`src/rtl/dirh_pkg.sv`:
```
package dirh_pkg;

    typedef enum logic [1:0] {
        RQ_READ  = 2'd0,
        RQ_WRITE = 2'd1,
        RQ_WBACK = 2'd2
    } req_kind_e;

    typedef enum logic [1:0] {
        MS_DATA  = 2'd0,
        MS_INV   = 2'd1,
        MS_FETCH = 2'd2
    } msg_kind_e;

    typedef enum logic [1:0] {
        BS_UNC = 2'd0,
        BS_SHR = 2'd1,
        BS_EXC = 2'd2
    } blk_state_e;

    typedef enum logic [1:0] {
        CT_IDLE  = 2'd0,
        CT_INV   = 2'd1,
        CT_ACK   = 2'd2,
        CT_FETCH = 2'd3
    } ctl_state_e;

    localparam logic RSP_ACK  = 1'b0;
    localparam logic RSP_DATA = 1'b1;

endpackage

```
`src/rtl/dirh_first.sv`:
```
module dirh_first #(
    parameter int W = 8,
    localparam int IW = $clog2(W)
) (
    input  logic [W-1:0]  vec,
    output logic          any,
    output logic [IW-1:0] idx
);
    always_comb begin
        any = |vec;
        idx = '0;
        for (int i = W - 1; i >= 0; i--) begin
            if (vec[i]) idx = IW'(i);
        end
    end
endmodule

```
`src/rtl/dirh_table.sv`:
```
module dirh_table
    import dirh_pkg::*;
#(
    parameter int BLOCKS = 4,
    parameter int NODES  = 8,
    parameter int DATA_W = 16,
    localparam int BLK_W = $clog2(BLOCKS)
) (
    input  logic              clk,
    input  logic              rst,
    input  logic [BLK_W-1:0]  rd_blk,
    output blk_state_e        rd_state,
    output logic [NODES-1:0]  rd_sh,
    output logic [DATA_W-1:0] rd_mem,
    input  logic              wr_en,
    input  logic [BLK_W-1:0]  wr_blk,
    input  blk_state_e        wr_state,
    input  logic [NODES-1:0]  wr_sh,
    input  logic              wr_mem_en,
    input  logic [DATA_W-1:0] wr_mem
);
    blk_state_e        st_q  [BLOCKS];
    logic [NODES-1:0]  sh_q  [BLOCKS];
    logic [DATA_W-1:0] mem_q [BLOCKS];

    for (genvar b = 0; b < BLOCKS; b++) begin : g_blk
        logic hit;
        assign hit = (wr_blk == BLK_W'(b));
        always_ff @(posedge clk) begin
            if (rst) begin
                st_q[b]  <= BS_UNC;
                sh_q[b]  <= '0;
                mem_q[b] <= '0;
            end else begin
                if (wr_en && hit) begin
                    st_q[b] <= wr_state;
                    sh_q[b] <= wr_sh;
                end
                if (wr_mem_en && hit) mem_q[b] <= wr_mem;
            end
        end
    end

    assign rd_state = st_q[rd_blk];
    assign rd_sh    = sh_q[rd_blk];
    assign rd_mem   = mem_q[rd_blk];
endmodule

```
`src/rtl/dirh_home.sv`:
```
module dirh_home
    import dirh_pkg::*;
#(
    parameter int NODES  = 8,
    parameter int BLOCKS = 4,
    parameter int DATA_W = 16,
    localparam int NODE_W = $clog2(NODES),
    localparam int BLK_W  = $clog2(BLOCKS),
    localparam int CNT_W  = $clog2(NODES + 1)
) (
    input  logic              clk,
    input  logic              rst,
    input  logic              req_valid,
    output logic              req_ready,
    input  logic [1:0]        req_kind,
    input  logic [NODE_W-1:0] req_node,
    input  logic [BLK_W-1:0]  req_blk,
    input  logic [DATA_W-1:0] req_data,
    output logic              msg_valid,
    output logic [1:0]        msg_kind,
    output logic [NODE_W-1:0] msg_node,
    output logic [BLK_W-1:0]  msg_blk,
    output logic [DATA_W-1:0] msg_data,
    input  logic              rsp_valid,
    input  logic              rsp_kind,
    input  logic [NODE_W-1:0] rsp_node,
    input  logic [BLK_W-1:0]  rsp_blk,
    input  logic [DATA_W-1:0] rsp_data
);
    ctl_state_e        ctl_q;
    logic [NODE_W-1:0] t_node, owner_q;
    logic [BLK_W-1:0]  t_blk;
    logic              t_is_rd;
    logic [NODES-1:0]  pend_q;
    logic [CNT_W-1:0]  need_q, got_q;

    logic [BLK_W-1:0]  rd_blk;
    blk_state_e        rd_state;
    logic [NODES-1:0]  rd_sh;
    logic [DATA_W-1:0] rd_mem;
    logic              tw_en, tw_mem_en;
    blk_state_e        tw_state;
    logic [NODES-1:0]  tw_sh;
    logic [DATA_W-1:0] tw_mem;

    logic [NODES-1:0]  req_bit, t_bit, others, nxt_bit;
    logic [CNT_W-1:0]  others_cnt;
    logic              own_any, pend_any;
    logic [NODE_W-1:0] own_idx, nxt_idx;
    logic              ack_hit, fetch_hit, acks_all, go_fetch;
    req_kind_e         rk;

    assign req_ready = (ctl_q == CT_IDLE);
    assign rd_blk    = req_ready ? req_blk : t_blk;
    assign rk        = req_kind_e'(req_kind);
    assign req_bit   = NODES'(1) << req_node;
    assign t_bit     = NODES'(1) << t_node;
    assign others    = rd_sh & ~req_bit;
    assign nxt_bit   = NODES'(1) << nxt_idx;
    assign go_fetch  = (rd_state == BS_EXC) && own_any;
    assign ack_hit   = rsp_valid && (rsp_kind == RSP_ACK) && (rsp_blk == t_blk);
    assign fetch_hit = rsp_valid && (rsp_kind == RSP_DATA) && (rsp_blk == t_blk)
                       && (rsp_node == owner_q);
    assign acks_all  = (got_q == need_q);

    dirh_table #(.BLOCKS(BLOCKS), .NODES(NODES), .DATA_W(DATA_W)) u_tab (
        .clk(clk), .rst(rst), .rd_blk(rd_blk), .rd_state(rd_state), .rd_sh(rd_sh),
        .rd_mem(rd_mem), .wr_en(tw_en), .wr_blk(rd_blk), .wr_state(tw_state),
        .wr_sh(tw_sh), .wr_mem_en(tw_mem_en), .wr_mem(tw_mem)
    );

    dirh_first #(.W(NODES)) u_own (.vec(rd_sh),  .any(own_any),  .idx(own_idx));
    dirh_first #(.W(NODES)) u_nxt (.vec(pend_q), .any(pend_any), .idx(nxt_idx));

    always_comb begin
        others_cnt = '0;
        for (int i = 0; i < NODES; i++) others_cnt = others_cnt + CNT_W'(others[i]);
    end

    // directory update decisions
    always_comb begin
        tw_en     = 1'b0;
        tw_state  = rd_state;
        tw_sh     = rd_sh;
        tw_mem_en = 1'b0;
        tw_mem    = req_data;
        unique case (ctl_q)
            CT_IDLE: if (req_valid) begin
                if (rk == RQ_READ && !go_fetch) begin
                    tw_en = 1'b1; tw_state = BS_SHR; tw_sh = rd_sh | req_bit;
                end else if (rk == RQ_WRITE && !go_fetch && others == '0) begin
                    tw_en = 1'b1; tw_state = BS_EXC; tw_sh = req_bit;
                end else if (rk == RQ_WBACK && rd_state == BS_EXC && rd_sh[req_node]) begin
                    tw_en = 1'b1; tw_state = BS_UNC; tw_sh = '0; tw_mem_en = 1'b1;
                end
            end
            CT_ACK: if (acks_all) begin
                tw_en = 1'b1; tw_state = BS_EXC; tw_sh = t_bit;
            end
            CT_FETCH: if (fetch_hit) begin
                tw_en = 1'b1; tw_mem_en = 1'b1; tw_mem = rsp_data;
                if (t_is_rd) begin
                    tw_state = BS_SHR; tw_sh = t_bit | (NODES'(1) << owner_q);
                end else begin
                    tw_state = BS_EXC; tw_sh = t_bit;
                end
            end
            default: ;
        endcase
    end

    // transaction engine and message register
    always_ff @(posedge clk) begin
        if (rst) begin
            ctl_q     <= CT_IDLE;
            t_node    <= '0;
            t_blk     <= '0;
            t_is_rd   <= 1'b0;
            owner_q   <= '0;
            pend_q    <= '0;
            need_q    <= '0;
            got_q     <= '0;
            msg_valid <= 1'b0;
            msg_kind  <= MS_DATA;
            msg_node  <= '0;
            msg_blk   <= '0;
            msg_data  <= '0;
        end else begin
            msg_valid <= 1'b0;
            msg_data  <= '0;
            unique case (ctl_q)
                CT_IDLE: if (req_valid) begin
                    t_node  <= req_node;
                    t_blk   <= req_blk;
                    t_is_rd <= (rk == RQ_READ);
                    msg_blk <= req_blk;
                    if (rk != RQ_WBACK) begin
                        msg_valid <= 1'b1;
                        if (go_fetch) begin
                            ctl_q    <= CT_FETCH;
                            owner_q  <= own_idx;
                            msg_kind <= MS_FETCH;
                            msg_node <= own_idx;
                        end else if (rk == RQ_WRITE && others != '0) begin
                            msg_valid <= 1'b0;
                            ctl_q     <= CT_INV;
                            pend_q    <= others;
                            need_q    <= others_cnt;
                            got_q     <= '0;
                        end else begin
                            msg_kind <= MS_DATA;
                            msg_node <= req_node;
                            msg_data <= rd_mem;
                        end
                    end
                end
                CT_INV: begin
                    if (pend_any) begin
                        msg_valid <= 1'b1;
                        msg_kind  <= MS_INV;
                        msg_node  <= nxt_idx;
                        msg_blk   <= t_blk;
                    end
                    pend_q <= pend_q & ~nxt_bit;
                    if ((pend_q & ~nxt_bit) == '0) ctl_q <= CT_ACK;
                    if (ack_hit) got_q <= got_q + 1'b1;
                end
                CT_ACK: begin
                    if (acks_all) begin
                        ctl_q     <= CT_IDLE;
                        msg_valid <= 1'b1;
                        msg_kind  <= MS_DATA;
                        msg_node  <= t_node;
                        msg_blk   <= t_blk;
                        msg_data  <= rd_mem;
                    end else if (ack_hit) begin
                        got_q <= got_q + 1'b1;
                    end
                end
                CT_FETCH: if (fetch_hit) begin
                    ctl_q     <= CT_IDLE;
                    msg_valid <= 1'b1;
                    msg_kind  <= MS_DATA;
                    msg_node  <= t_node;
                    msg_blk   <= t_blk;
                    msg_data  <= rsp_data;
                end
                default: ctl_q <= CT_IDLE;
            endcase
        end
    end
endmodule

```
`config.mk`:
```
export PLATFORM = sky130hd
export DESIGN_NAME = dirh_home
export DESIGN_NICKNAME = d
export VERILOG_FILES = /design/src/rtl/dirh_pkg.sv /design/src/rtl/dirh_first.sv /design/src/rtl/dirh_table.sv /design/src/rtl/dirh_home.sv
export SDC_FILE = /design/constraint.sdc
export NUM_CORES = 1
export LEC_CHECK = 0
export ABC_CLOCK_PERIOD_IN_PS = 4200
export BUFFER_PORTS_ARGS = -buffer_cell sky130_fd_sc_hd__buf_2
export CAP_MARGIN = 20
export CORE_MARGIN = 4
export CORE_UTILIZATION = 54
export DETAILED_ROUTE_END_ITERATION = 6
export PLACE_DENSITY = 0.76
export SETUP_SLACK_MARGIN = 0.05
export SYNTH_ARGS = -nofsm -noshare
export SYNTH_HDL_FRONTEND = slang
export SYNTH_SLANG_ARGS = --single-unit
export TNS_END_PERCENT = 100
```
`constraint.sdc`:
```
create_clock -name clk -period 4.2 [get_ports clk]
set_input_delay 0.21 -clock clk [delete_from_list [all_inputs] [get_ports clk]]
set_output_delay 0.21 -clock clk [all_outputs]
set_load 0.005 [all_outputs]
```
# Word-level counts from Yosys, hierarchy flattened
# Memory sizes are Yosys's and may differ from the RTL's.
# Cells that the tools add are included.
[word_totals] regBits=51 ram_bits=104 wordCells=250 mem_count=3
[classes] add_sub_neg=8 n_lt_le_gt_ge=1 eq_ne=24 shift=4 mux=138 bitwise=20 n_reduce_logical=39
[mem_list] name="u_tab.mem_q" words=4 word_bits=16 read_ports=1 rd_ports_with_merged_regs=0 write_ports=4 line="dirh_table.sv:24" source="logic [DATA_W-1:0] mem_q [BLOCKS];"
[mem_list] name="u_tab.sh_q" words=4 word_bits=8 read_ports=1 rd_ports_with_merged_regs=0 write_ports=4 line="dirh_table.sv:23" source="logic [NODES-1:0] sh_q [BLOCKS];"
[mem_list] name="u_tab.st_q" words=4 word_bits=2 read_ports=1 rd_ports_with_merged_regs=0 write_ports=4 line="dirh_table.sv:22" source="blk_state_e st_q [BLOCKS];"
[ops] operator="2-to-1 mux 16 bit" n=12
[ops] operator="2-to-1 mux 8 bit" n=15
[ops] operator="2-to-1 mux 3 bit" n=23
[ops] operator="2-to-1 mux 2 bit" n=28
[ops] operator="one-hot mux 16 bit (3 select lines)" n=1
[ops] operator="2-to-1 mux 1 bit" n=41
[ops] operator="<< shifter 1 x 3 -> 8 bit (first input constant)" n=4
[ops] operator="2-to-1 mux 4 bit" n=6
[ops] operator="one-hot mux 2 bit (4 select lines)" n=3
[ops] operator="one-hot mux 8 bit (3 select lines)" n=1
[ops] operator="logical AND 1 bit" n=20
[ops] operator="AND reduction 6 bit" n=3
[ops] operator="adder 4 x 1 -> 4 bit" n=4
[ops] operator="AND 8 bit" n=2
[ops] operator="logical NOT 8 bit" n=2
[ops] operator="!= test 2 bit (second input constant)" n=8
[ops] operator="NOT 8 bit" n=2
[ops] operator="OR 8 bit" n=2
[ops] operator="one-hot mux 8 bit (2 select lines)" n=1
[ops] operator="OR reduction 8 bit" n=2
[ops] operator="== test 2 bit (second input constant)" n=6
[ops] operator="OR 1 bit" n=12
[ops] operator="one-hot mux 3 bit (4 select lines)" n=1
[ops] operator="one-hot mux 4 bit (3 select lines)" n=1
[ops] operator="26 further kinds" n=34

# Logic depth before layout (Yosys ltp)
# Gate-level depths: netlist of run 1.
# An unclocked memory read counts as a cell.
[logic_depth] word_depth=17 depth_mapped=17 depth_no_buf=16

# Cells and area by module
# Synthesis of run 1 repeated with hierarchy kept, for this count alone.
[hier_totals] cells_unflattened=816 hier_area_um2=8483.1
[modules_own_cells] module="dirh_table" instances=1 cells_per_inst=300 area_per_inst_um2=4590.7 seq_area_each_um2=3123.0
[modules_own_cells] module="dirh_home" instances=1 cells_per_inst=490 area_per_inst_um2=3729.8 seq_area_each_um2=1021.0
[modules_own_cells] module="dirh_first" instances=2 cells_per_inst=13 area_per_inst_um2=81.3 seq_area_each_um2=0.0

# Worst setup path after synthesis of run 1
# No wires, ideal clock.
[synth_timing] path_type="register to register" startpoint="register ctl_q[0]" endpoint="register need_q[1]" t_arrival_ns=4.565 setup_slack_ns=-0.436 path_stages_with_launch=16 cell_sequence="dfxtp_1 inv_1 ha_1 buf_4 mux2i_4 mux4_2 nand2_1 fa_1 fa_1 fa_1 inv_1 ha_1 inv_1 fa_1 or3_1 a21oi_1"
[synth_between] elab_chain_cells=11 word_cells_on_any_way=19 classes_between="7 x add/sub; 1 x eq/ne; 1 x mux; 2 x bitwise; 6 x reduce/logical; 2 x memory"
[synth_lines] element="start, declared" line="dirh_home.sv:30" source="ctl_state_e ctl_q;"
[synth_lines] element="start signal, assigned" line="dirh_home.sv:115" source="ctl_q <= CT_IDLE;"
[synth_lines] element="start signal, assigned" line="dirh_home.sv:140" source="ctl_q <= CT_FETCH;"
[synth_lines] element="start signal, assigned" line="dirh_home.sv:146" source="ctl_q <= CT_INV;"
[synth_lines] element="logical NOT 2 bit *" line="dirh_home.sv:53" source="assign req_ready = (ctl_q == CT_IDLE);"
[synth_lines] element="via req_ready" line="dirh_home.sv:14" source="output logic req_ready,"
[synth_lines] element="2-to-1 mux 2 bit" line="dirh_home.sv:54" source="assign rd_blk = req_ready ? req_blk : t_blk;"
[synth_lines] element="memory read (4 x 8 bit)"
[synth_lines] element="AND 8 bit" line="dirh_home.sv:58" source="assign others = rd_sh & ~req_bit;"
[synth_lines] element="adder 1 x 1 -> 2 bit" line="dirh_home.sv:77" source="for (int i = 0; i < NODES; i++) others_cnt = others_cnt + CNT_W'(others[i]);"
[synth_lines] element="adder 2 x 1 -> 3 bit" line="dirh_home.sv:77"
[synth_lines] element="adder 3 x 1 -> 4 bit" line="dirh_home.sv:77"
[synth_lines] element="adder 4 x 1 -> 4 bit (4 in series)" line="dirh_home.sv:77"
[synth_lines] element="end signal, assigned" line="dirh_home.sv:148" source="need_q <= others_cnt;"
[synth_lines] element="end, declared" line="dirh_home.sv:35" source="logic [CNT_W-1:0] need_q, got_q;"
# Mark *: on every way through the listed nets, which the timed path passes. The rest lies on a longest branch.
# A chain may end at the register's enable or synchronous reset.

# Worst setup path in the final report of run 1
[layout_timing] startpoint="register ctl_q[0]" endpoint="register need_q[1]"
[layout_between] elab_chain_cells=11 word_cells_on_any_way=19 classes_between="7 x add/sub; 1 x eq/ne; 1 x mux; 2 x bitwise; 6 x reduce/logical; 2 x memory"
[layout_lines] element="logical NOT 2 bit *" line="dirh_home.sv:53, dirh_home.sv:131"
[layout_lines] element="2-to-1 mux 2 bit" line="dirh_home.sv:54"
[layout_lines] element="memory read (4 x 8 bit)"
[layout_lines] element="AND 8 bit" line="dirh_home.sv:58"
[layout_lines] element="adder 1 x 1 -> 2 bit" line="dirh_home.sv:77"
[layout_lines] element="adder 2 x 1 -> 3 bit" line="dirh_home.sv:77"
[layout_lines] element="adder 3 x 1 -> 4 bit" line="dirh_home.sv:77"
[layout_lines] element="adder 4 x 1 -> 4 bit (4 in series)" line="dirh_home.sv:77"
# Every way passes the cells marked *; elsewhere a longest branch is shown, timed or not.

==> summary.md, run 1 <==
| Metric | Value |
|---|---|
| Outcome | completed |
| Cell leakage power | approximately 0.004 uW |
| Share of the yosys chip area belonging to registers | 0.4906 |
| Post-Synthesis Net Count | 865 |
| Clock slew seen by the registers of the worst setup and hold paths | 0.08 ns |
| Crit Reg-Reg Startpoint | ctl_q[0] |
| Number of buffers created by CTS | 17 |
| Setup total negative slack | 0 ns |
| Layout overhead on the synthesized area | 17.95% |
| Number of DRC markers in iteration 0 | 851 |
| Total Die Area | 17710 um^2 |
| Layout cells sized above 1 | 0.2368 |
| Combined global-route utilization of all metal layers | 0.2654 |
| Fraction of registers with async set or reset after synthesis | 0 |
| Largest buffer count on any clock path | 2 |
| Crit path DAT | 4.49 ns |
| HPWL after DPL | approximately 16000 um |
| Capturing element type of the critical path | flip-flop |
| Crit path kind | flip-flop to flip-flop |
| Routed WL per cell | slightly above 20 um |
| Synthesis-stage register bit count | between 150 and 200 |
| Maximum fanout encountered on the critical timing path | 3 |
| Initial standard-cell utilization of the core | 0.5536 |
| Worst hold slack | 0.009712 ns |
| Final hold violations | 0 |
| Number of remaining DRC errors | 0 |
| Maxcap violations | 0 |
| Crit path largest cell delay | 0.53 ns |
| Type of origin of the critical path | flip-flop |
| Post-detailed-routing wire length | 23020 um |
| Actual slew at the worst max-slew pin | 0.9322 ns |
| Clock latency of the later-clocked register in the worst-skew pair | 0.44 ns |
| Filler-free cell count of the finished design | 1123 |
| Post-Synthesis Cell Area | 8447 um^2 |
| Slowest cell on the critical path | sky130_fd_sc_hd__fa_1 |
| Total number of clock tree sinks | 155 |
| Worst setup skew after layout | roughly 0.016 ns |
| Period Utilization, post-route | 0.9838 |
| Area of placed instances | 9218 um^2 |
| Maximum clock rate | approximately 0.24 GHz |
| Required time worst endpoint | roughly 4.6 ns |
| Number of instances in the synthesized netlist | 801 |
| Launch point of the critical path | ctl_q[0] |
| Most frequent cell on the critical path | sky130_fd_sc_hd__fa_1 |
| Die Span Y | between 100 and 150 um |
| Filler Cell Count | between 1000 and 1500 |
| Worst slew slack as a fraction of its limit | 0.3772 |
| Number of cell rows | 45 |
| Placeable Area | 15260 um^2 |
| Largest net degree at the start of global routing | 51 |
| Routed Antenna Nets | 0 |
| Power Density | approximately 660 nW/um^2 |
| Number of diodes added for antenna fixing | 0 |
| Number of warnings printed during yosys synthesis | 0 |
| Routability Congestion | 0.9776 |
| Cells after DPL | 1083 |
| CP cell instances | inv_2 -> ha_4 -> mux2_2 -> mux4_2 -> nand2_2 -> fa_1 -> fa_1 -> fa_1 -> inv_1 -> ha_2 -> inv_2 -> fa_1 -> or3_1 -> a21oi_1 |
| Number of antenna violations at the first check in global routing | 0 |
| Shortest clock period the worst path allows after layout | between 4 and 5 ns |
| Number of distinct standard cells referenced by the synthesized netlist | 74 |
| Residual overflow from global routing | 0 |
| Number of vias after detailed routing | 6903 |
| Average size of a mapped cell | 10.55 um^2 |
| Via count of the first global-routing pass | about 7000 |
| Fin area | 9963 um^2 |
| Count of final max-slew check failures | 0 |
| Min-delay src | rsp_data[9] |
| # IOs | 74 |
| Commonest register cell after synthesis | sky130_fd_sc_hd__edfxtp_1 |
| Global-route wire length before repair | around 37000 um |
| H-tree level count | 4 |
| Count of flip-flops with a built-in enable after synthesis | ~100 |
| Layout Nets | 963 |
| Final setup viols | 0 |
| Root buffer selected by CTS | sky130_fd_sc_hd__clkbuf_16 |
| CTS tree | yes |
| Number of buffers inserted by port buffering | 73 |
| Die width | 133.1 um |
| HP Class | primary input to flip-flop |
| Unrepaired setup endpoints after global routing | yes |
| Maximum ir drop on the vdd rail | 401.7 uV |
| Vias per inst | 6.147 |
| 1st-pass router iterations | 5 |
## Yosys cell counts, types with 3 or more instances
cell,number,area share
sky130_fd_sc_hd__a221oi_2,3,0.0053
sky130_fd_sc_hd__dfxtp_1,51,0.12
sky130_fd_sc_hd__o21ai_0,21,0.012
sky130_fd_sc_hd__fa_1,4,0.0095
sky130_fd_sc_hd__mux4_2,24,0.064
sky130_fd_sc_hd__nand3b_1,4,0.0036
sky130_fd_sc_hd__nand2_1,57,0.025
sky130_fd_sc_hd__buf_1,3,0.0013
sky130_fd_sc_hd__mux2_2,5,0.0067
sky130_fd_sc_hd__nand3_1,18,0.011
sky130_fd_sc_hd__a31o_2,3,0.0031
sky130_fd_sc_hd__or2_2,8,0.0059
sky130_fd_sc_hd__mux2i_1,49,0.058
sky130_fd_sc_hd__inv_1,21,0.0093
sky130_fd_sc_hd__edfxtp_1,104,0.37
sky130_fd_sc_hd__clkbuf_1,32,0.014
sky130_fd_sc_hd__a211oi_1,5,0.0044
sky130_fd_sc_hd__a22o_1,16,0.017
sky130_fd_sc_hd__or3_1,8,0.0059
sky130_fd_sc_hd__a41oi_1,3,0.0031
sky130_fd_sc_hd__o21a_1,3,0.0027
sky130_fd_sc_hd__a221o_1,6,0.0071
sky130_fd_sc_hd__nand2b_1,6,0.0044
sky130_fd_sc_hd__a22oi_1,8,0.0071
sky130_fd_sc_hd__a21oi_1,43,0.025
sky130_fd_sc_hd__xnor2_1,6,0.0062
sky130_fd_sc_hd__a32oi_1,3,0.0031
sky130_fd_sc_hd__nand4_1,4,0.0030
sky130_fd_sc_hd__and3_1,6,0.0044
sky130_fd_sc_hd__o21bai_1,14,0.012
sky130_fd_sc_hd__ha_1,11,0.016
sky130_fd_sc_hd__nor3_1,6,0.0036
sky130_fd_sc_hd__xor2_1,4,0.0041
sky130_fd_sc_hd__a311o_1,4,0.0047
sky130_fd_sc_hd__and2_1,4,0.0030
sky130_fd_sc_hd__nor2b_1,16,0.012
sky130_fd_sc_hd__nor2_1,160,0.071
sky130_fd_sc_hd__nor3b_1,5,0.0044
## cell type report
| class | count | area [um^2] | area share |
|---|---|---|---|
| clock buffer | 17 | 425.4 | 0.04270 |
| clock inverter | 15 | 168.9 | 0.01695 |
| inverter | 22 | 85.08 | 0.008539 |
| multi-input combinational | 583 | 4139 | 0.4154 |
| sequential | 155 | 4146 | 0.4162 |
| tap | 211 | 264.0 | 0.02650 |
| timing repair buffer | 120 | 734.5 | 0.07372 |
## timing repair
item                       in CTS  in global routing
hold buffers                    3                  2
setup endpoints to repair       1                 30
setup buffers                   0                  3
pin swaps                       2                  5
hold endpoints to repair        3                  2
gates resized for setup         3                 10
## registers in the layout (all words and copies together), names as in the netlist
| name | cells |
|---|---|
| msg_valid | 1 |
| owner_q | 3 |
| t_node | 3 |
| need_q | 4 |
| t_blk | 2 |
| ctl_q | 2 |
| msg_kind | 2 |
| u_tab.sh_q | 32 |
| u_tab.mem_q | 64 |
| t_is_rd | 1 |
| got_q | 4 |
| pend_q | 8 |
| msg_blk | 2 |
| msg_node | 3 |
| msg_data | 16 |
| u_tab.st_q | 8 |
## placed cells by master, fill, tap and decap left out, types with 9 or more instances in the layout
| master | Yosys | final |
|---|---|---|
| sky130_fd_sc_hd__nor2_1 | 160 | 160 |
| sky130_fd_sc_hd__edfxtp_1 | 104 | 104 |
| sky130_fd_sc_hd__buf_2 | 2 | 73 |
| sky130_fd_sc_hd__nand2_1 | 57 | 55 |
| sky130_fd_sc_hd__mux2i_1 | 49 | 49 |
| sky130_fd_sc_hd__dfxtp_1 | 51 | 49 |
| sky130_fd_sc_hd__a21oi_1 | 43 | 43 |
| sky130_fd_sc_hd__buf_4 | 2 | 41 |
| sky130_fd_sc_hd__mux4_2 | 24 | 24 |
| sky130_fd_sc_hd__o21ai_0 | 21 | 21 |
| sky130_fd_sc_hd__inv_1 | 21 | 18 |
| sky130_fd_sc_hd__nand3_1 | 18 | 18 |
| sky130_fd_sc_hd__clkbuf_16 | 0 | 17 |
| sky130_fd_sc_hd__a22o_1 | 16 | 16 |
| sky130_fd_sc_hd__nor2b_1 | 16 | 16 |
| sky130_fd_sc_hd__o21bai_1 | 14 | 14 |
| sky130_fd_sc_hd__ha_1 | 11 | 9 |
## through the flow
step | utilization | total power (uW) | setup slack (ns)
floorplan | - | 3997 | -0.1745
global placement | 0.6041 | 4866 | 0.02127
detailed placement | 0.6041 | 4922 | -0.05695
CTS | 0.6454 | 6479 | 0.04816
global route | 0.6530 | 7000 | -0.1081
finish | 0.6530 | 6624 | 0.06819
## layer usage
metal	GRT usage	wire [um]	part of all wire
met5	0	0	0
met4	0.09931	619	0.027
met3	0.05932	1600	0.069
met2	0.4275	11160	0.48
met1	0.3533	9643	0.42
## worst paths after layout
| path | endpoint | slack [ns] | depth (start not counted) |
|---|---|---|---|
| setup / recovery | need_q[1] | 0.07 | 14 |
| hold / removal | msg_data[9] | 0.01 | 2 |
| setup reg to reg | need_q[1] | 0.07 | 14 |
| hold reg to reg | need_q[3] | 0.46 | 2 |
## worst max-delay path: cells and delay by family, from the launching register on
| kind | cells | cell delay (ns) |
|---|---|---|
| mux | 2 | 0.82 |
| fa+ha+maj | 6 | 2.15 |
| simple gates | 2 | 0.44 |
| buf+inv | 3 | 0.20 |
| flops | 1 | 0.33 |
| compound gates | 1 | 0.13 |
## cells by family (layout without fill, tap and decap cells)
group / after synthesis / count (layout) / synth area share
buf+inv: 63 / 174 / 0.03096
xor+xnor: 10 / 10 / 0.01037
fa+ha+maj: 16 / 16 / 0.02696
flops: 155 / 155 / 0.4906
compound gates: 164 / 164 / 0.1401
mux: 81 / 81 / 0.1341
simple gates: 312 / 312 / 0.1669
## power by group
part / internal, uW / switching (uW) / leakage [uW] / total [uW]
Combinational: 1330 / 1820 / 0.00217 / 3150
Clock: 804 / 748 / 0.000289 / 1550
Sequential: 1810 / 113 / 0.00149 / 1920
No activity file was read; power rests on OpenSTA's default activity.
==> inputs of run 2 (changes only) <==
--- a/config.mk
+++ b/config.mk
@@ -8,10 +8,12 @@
 export ABC_CLOCK_PERIOD_IN_PS = 4200
 export BUFFER_PORTS_ARGS = -buffer_cell sky130_fd_sc_hd__buf_2
 export CAP_MARGIN = 20
+export CELL_PAD_IN_SITES_DETAIL_PLACEMENT = 1
+export CELL_PAD_IN_SITES_GLOBAL_PLACEMENT = 2
 export CORE_MARGIN = 4
-export CORE_UTILIZATION = 54
+export CORE_UTILIZATION = 36
 export DETAILED_ROUTE_END_ITERATION = 6
-export PLACE_DENSITY = 0.76
+export PLACE_DENSITY_LB_ADDON = 0.1
 export SETUP_SLACK_MARGIN = 0.05
 export SYNTH_ARGS = -nofsm -noshare
 export SYNTH_HDL_FRONTEND = slang
==> summary.md, run 2 (synthesis gave the netlist of run 1 again) <==
| Metric | Value |
|---|---|
| Filler-free cell count of the finished design | 1246 (+11%) |
| Final setup viols | 0 (unchanged) |
| Worst slew slack as a fraction of its limit | 0.2974 (-0.07982) |
| Layout Nets | 984 (+2.2%) |
| Cell leakage power | 0.004042 uW (+2.2%) |
| Period Utilization, post-route | 0.9819 (-0.001837) |
| Total number of clock tree sinks | 155 (unchanged) |
| Cells after DPL | 1201 (+11%) |
| Most frequent cells in the layout | sky130_fd_sc_hd__nor2_1, sky130_fd_sc_hd__edfxtp_1, sky130_fd_sc_hd__buf_2 |
| Initial standard-cell utilization of the core | 0.3697 (-0.1839) |
| Worst setup skew after layout | 0.02237 ns (+0.006568 ns) |
| Vias per inst | 5.447 (-11%) |
| Routed WL per cell | 21.98 um (+7.2%) |
| HP Class | primary input to flip-flop |
| Combined global-route utilization of all metal layers | 0.2139 (-0.05151) |
| Number of buffers inserted by port buffering | 73 (unchanged) |
| Layout cells sized above 1 | 0.2562 (+0.01932) |
| Count of final max-slew check failures | 0 (unchanged) |
| Maximum ir drop on the vdd rail | 390.6 uV (-2.8%) |
| Fin area | 10280 um^2 (+3.2%) |
| Largest register by flop count | u_tab.mem_q |
| Capturing element type of the critical path | flip-flop |
| Power Density | 670.1 nW/um^2 (+0.79%) |
| Crit path DAT | 4.48 ns (about the same) |
| Total power after layout | 6887 uW (+4.0%) |
| Clock slew seen by the registers of the worst setup and hold paths | 0.07 ns (about the same) |
| Number of cell rows | 55 (+22%) |
| Layout overhead on the synthesized area | 21.67% |
| Most frequent cell on the critical path | sky130_fd_sc_hd__fa_1 |
| Maximum clock rate | 0.2425 GHz (+0.19%) |
| Largest buffer count on any clock path | 2 (unchanged) |
| Number of remaining DRC errors | 0 (unchanged) |
| Number of buffers created by CTS | 17 (unchanged) |
| Root buffer selected by CTS | sky130_fd_sc_hd__clkbuf_16 |
| Unrepaired setup endpoints after global routing | yes |
| Routability Congestion | 0.8781 (-10%) |
| Largest registers | u_tab.mem_q x64, u_tab.sh_q x32, msg_data x16 |
| CTS tree | yes |
| Crit path largest cell delay | 0.55 ns (+0.02 ns) |
| Largest register FFs | 64 (unchanged) |
| Worst hold slack | 0.01501 ns (+0.005293 ns) |
| Final hold violations | 0 (unchanged) |
| Slowest cell on the critical path | sky130_fd_sc_hd__mux4_2 |
| Required time worst endpoint | 4.56 ns (about the same) |
| Crit path kind | flip-flop to flip-flop |
| Total Die Area | 25980 um^2 (+47%) |
| Filler Cell Count | 2574 (+110%) |
| CP cell instances | inv_4 -> ha_4 -> mux2i_4 -> mux4_2 -> nand2_2 -> fa_1 -> fa_1 -> fa_1 -> inv_1 -> ha_2 -> inv_2 -> fa_1 -> or3_1 -> a21oi_1 |
| Clock latency of the later-clocked register in the worst-skew pair | 0.44 ns (about the same) |
| Via count of the first global-routing pass | 7270 (+6.1%) |
| 1st-pass router iterations | 4 (-1) |
| Type of origin of the critical path | flip-flop |
| Die width | 161.2 um (+21%) |
| # IOs | 74 (unchanged) |
| Maximum fanout encountered on the critical timing path | 3 (unchanged) |
| Post-detailed-routing wire length | 27390 um (+19%) |
| Shortest clock period the worst path allows after layout | 4.124 ns (-0.007715 ns) |
| Placeable Area | 22850 um^2 (+50%) |
| Residual overflow from global routing | 0 (unchanged) |
| Number of diodes added for antenna fixing | 0 (unchanged) |
| Largest net degree at the start of global routing | 51 (unchanged) |
| Most common cell after layout, fill and taps aside | sky130_fd_sc_hd__nor2_1 |
| Maxcap violations | 0 (unchanged) |
| Global-route wire length before repair | 42870 um (+17%) |
| Outcome | completed |
| HPWL after DPL | 19960 um (+24%) |
| Die Span Y | 161.2 um (+21%) |
| Number of vias after detailed routing | 6787 (-1.7%) |
| H-tree level count | 4 (unchanged) |
| Area of placed instances | 9478 um^2 (+2.8%) |
| Routed Antenna Nets | 0 (unchanged) |
| Number of antenna violations at the first check in global routing | 1 (+1) |
| Number of DRC markers in iteration 0 | 453 (-47%) |
| Actual slew at the worst max-slew pin | 1.052 ns (+0.1195 ns) |
## run 2: changes by cell type in the layout (fill, tap and decap cells not counted), moves of 2 or more
cell | before | now
sky130_fd_sc_hd__a221oi_4 | 3 | 1
sky130_fd_sc_hd__o21bai_1 | 14 | 11
sky130_fd_sc_hd__dlygate4sd3_1 | 5 | 8
sky130_fd_sc_hd__buf_4 | 41 | 58
sky130_fd_sc_hd__o21bai_2 | 0 | 3
sky130_fd_sc_hd__a221oi_2 | 0 | 2
## run 2: repair_timing
action | in CTS | in global routing
pin swaps | 5 | 6
endpoints found under the setup margin | 7 | 50
hold buffers | 8 | 0
setup buffers | 4 | 1
resized for setup | 7 | 13
endpoints found under the hold margin | 8 | 0
## run 2: per-stage QoR
step | util | setup TNS [ns] | setup WS (ns)
CTS | 0.4466 | 0 | 0.04353
floorplan | - | -0.1786 | -0.1745
finish | 0.4498 | 0 | 0.07591
global placement | 0.4148 | 0 | 0.04230
detailed placement | 0.4148 | -0.08190 | -0.08190
global route | 0.4498 | -0.06312 | -0.06312
## run 2: where the power goes
part | leakage [uW] | switching [uW] | internal (uW) | total (uW)
Clock | 0.000293 | 755 | 803 | 1560
Sequential | 0.00149 | 114 | 1810 | 1930
Combinational | 0.00226 | 1940 | 1460 | 3400
## run 2: final timing paths
| check | depth (start not counted) | slack [ns] | start | end |
|---|---|---|---|---|
| setup reg to reg | 14 | 0.08 | ctl_q[1] | need_q[1] |
| hold reg to reg | 2 | 0.48 | need_q[1] | need_q[1] |
| hold / removal | 2 | 0.02 | rsp_data[8] | msg_data[8] |
| setup / recovery | 14 | 0.08 | ctl_q[1] | need_q[1] |
## run 2: layer usage
layer  share of wire  vias up  global-route usage
li1                -     3194                   -
met1            0.46     3450              0.2906
met2            0.49      123              0.3622
met3           0.032       20             0.03394
met4           0.013        0             0.04886
met5               0        -                   0
## run 2: worst max-delay path: cells and delay by family, from the launching register on
| kind | cells | cell delay [ns] |
|---|---|---|
| flops | 1 | 0.34 |
| compound gates | 1 | 0.12 |
| mux | 2 | 0.82 |
| fa+ha+maj | 6 | 2.15 |
| buf+inv | 3 | 0.19 |
| simple gates | 2 | 0.44 |
## run 2: final cells by class
cell class / count / area, um^2 / share of cell area
clock buffer: 17 / 425.4 / 0.04139
clock inverter: 15 / 165.2 / 0.01607
inverter: 22 / 87.58 / 0.008522
multi-input combinational: 583 / 4149 / 0.4037
sequential: 155 / 4146 / 0.4035
tap: 313 / 391.6 / 0.03811
timing repair buffer: 141 / 912.1 / 0.08875
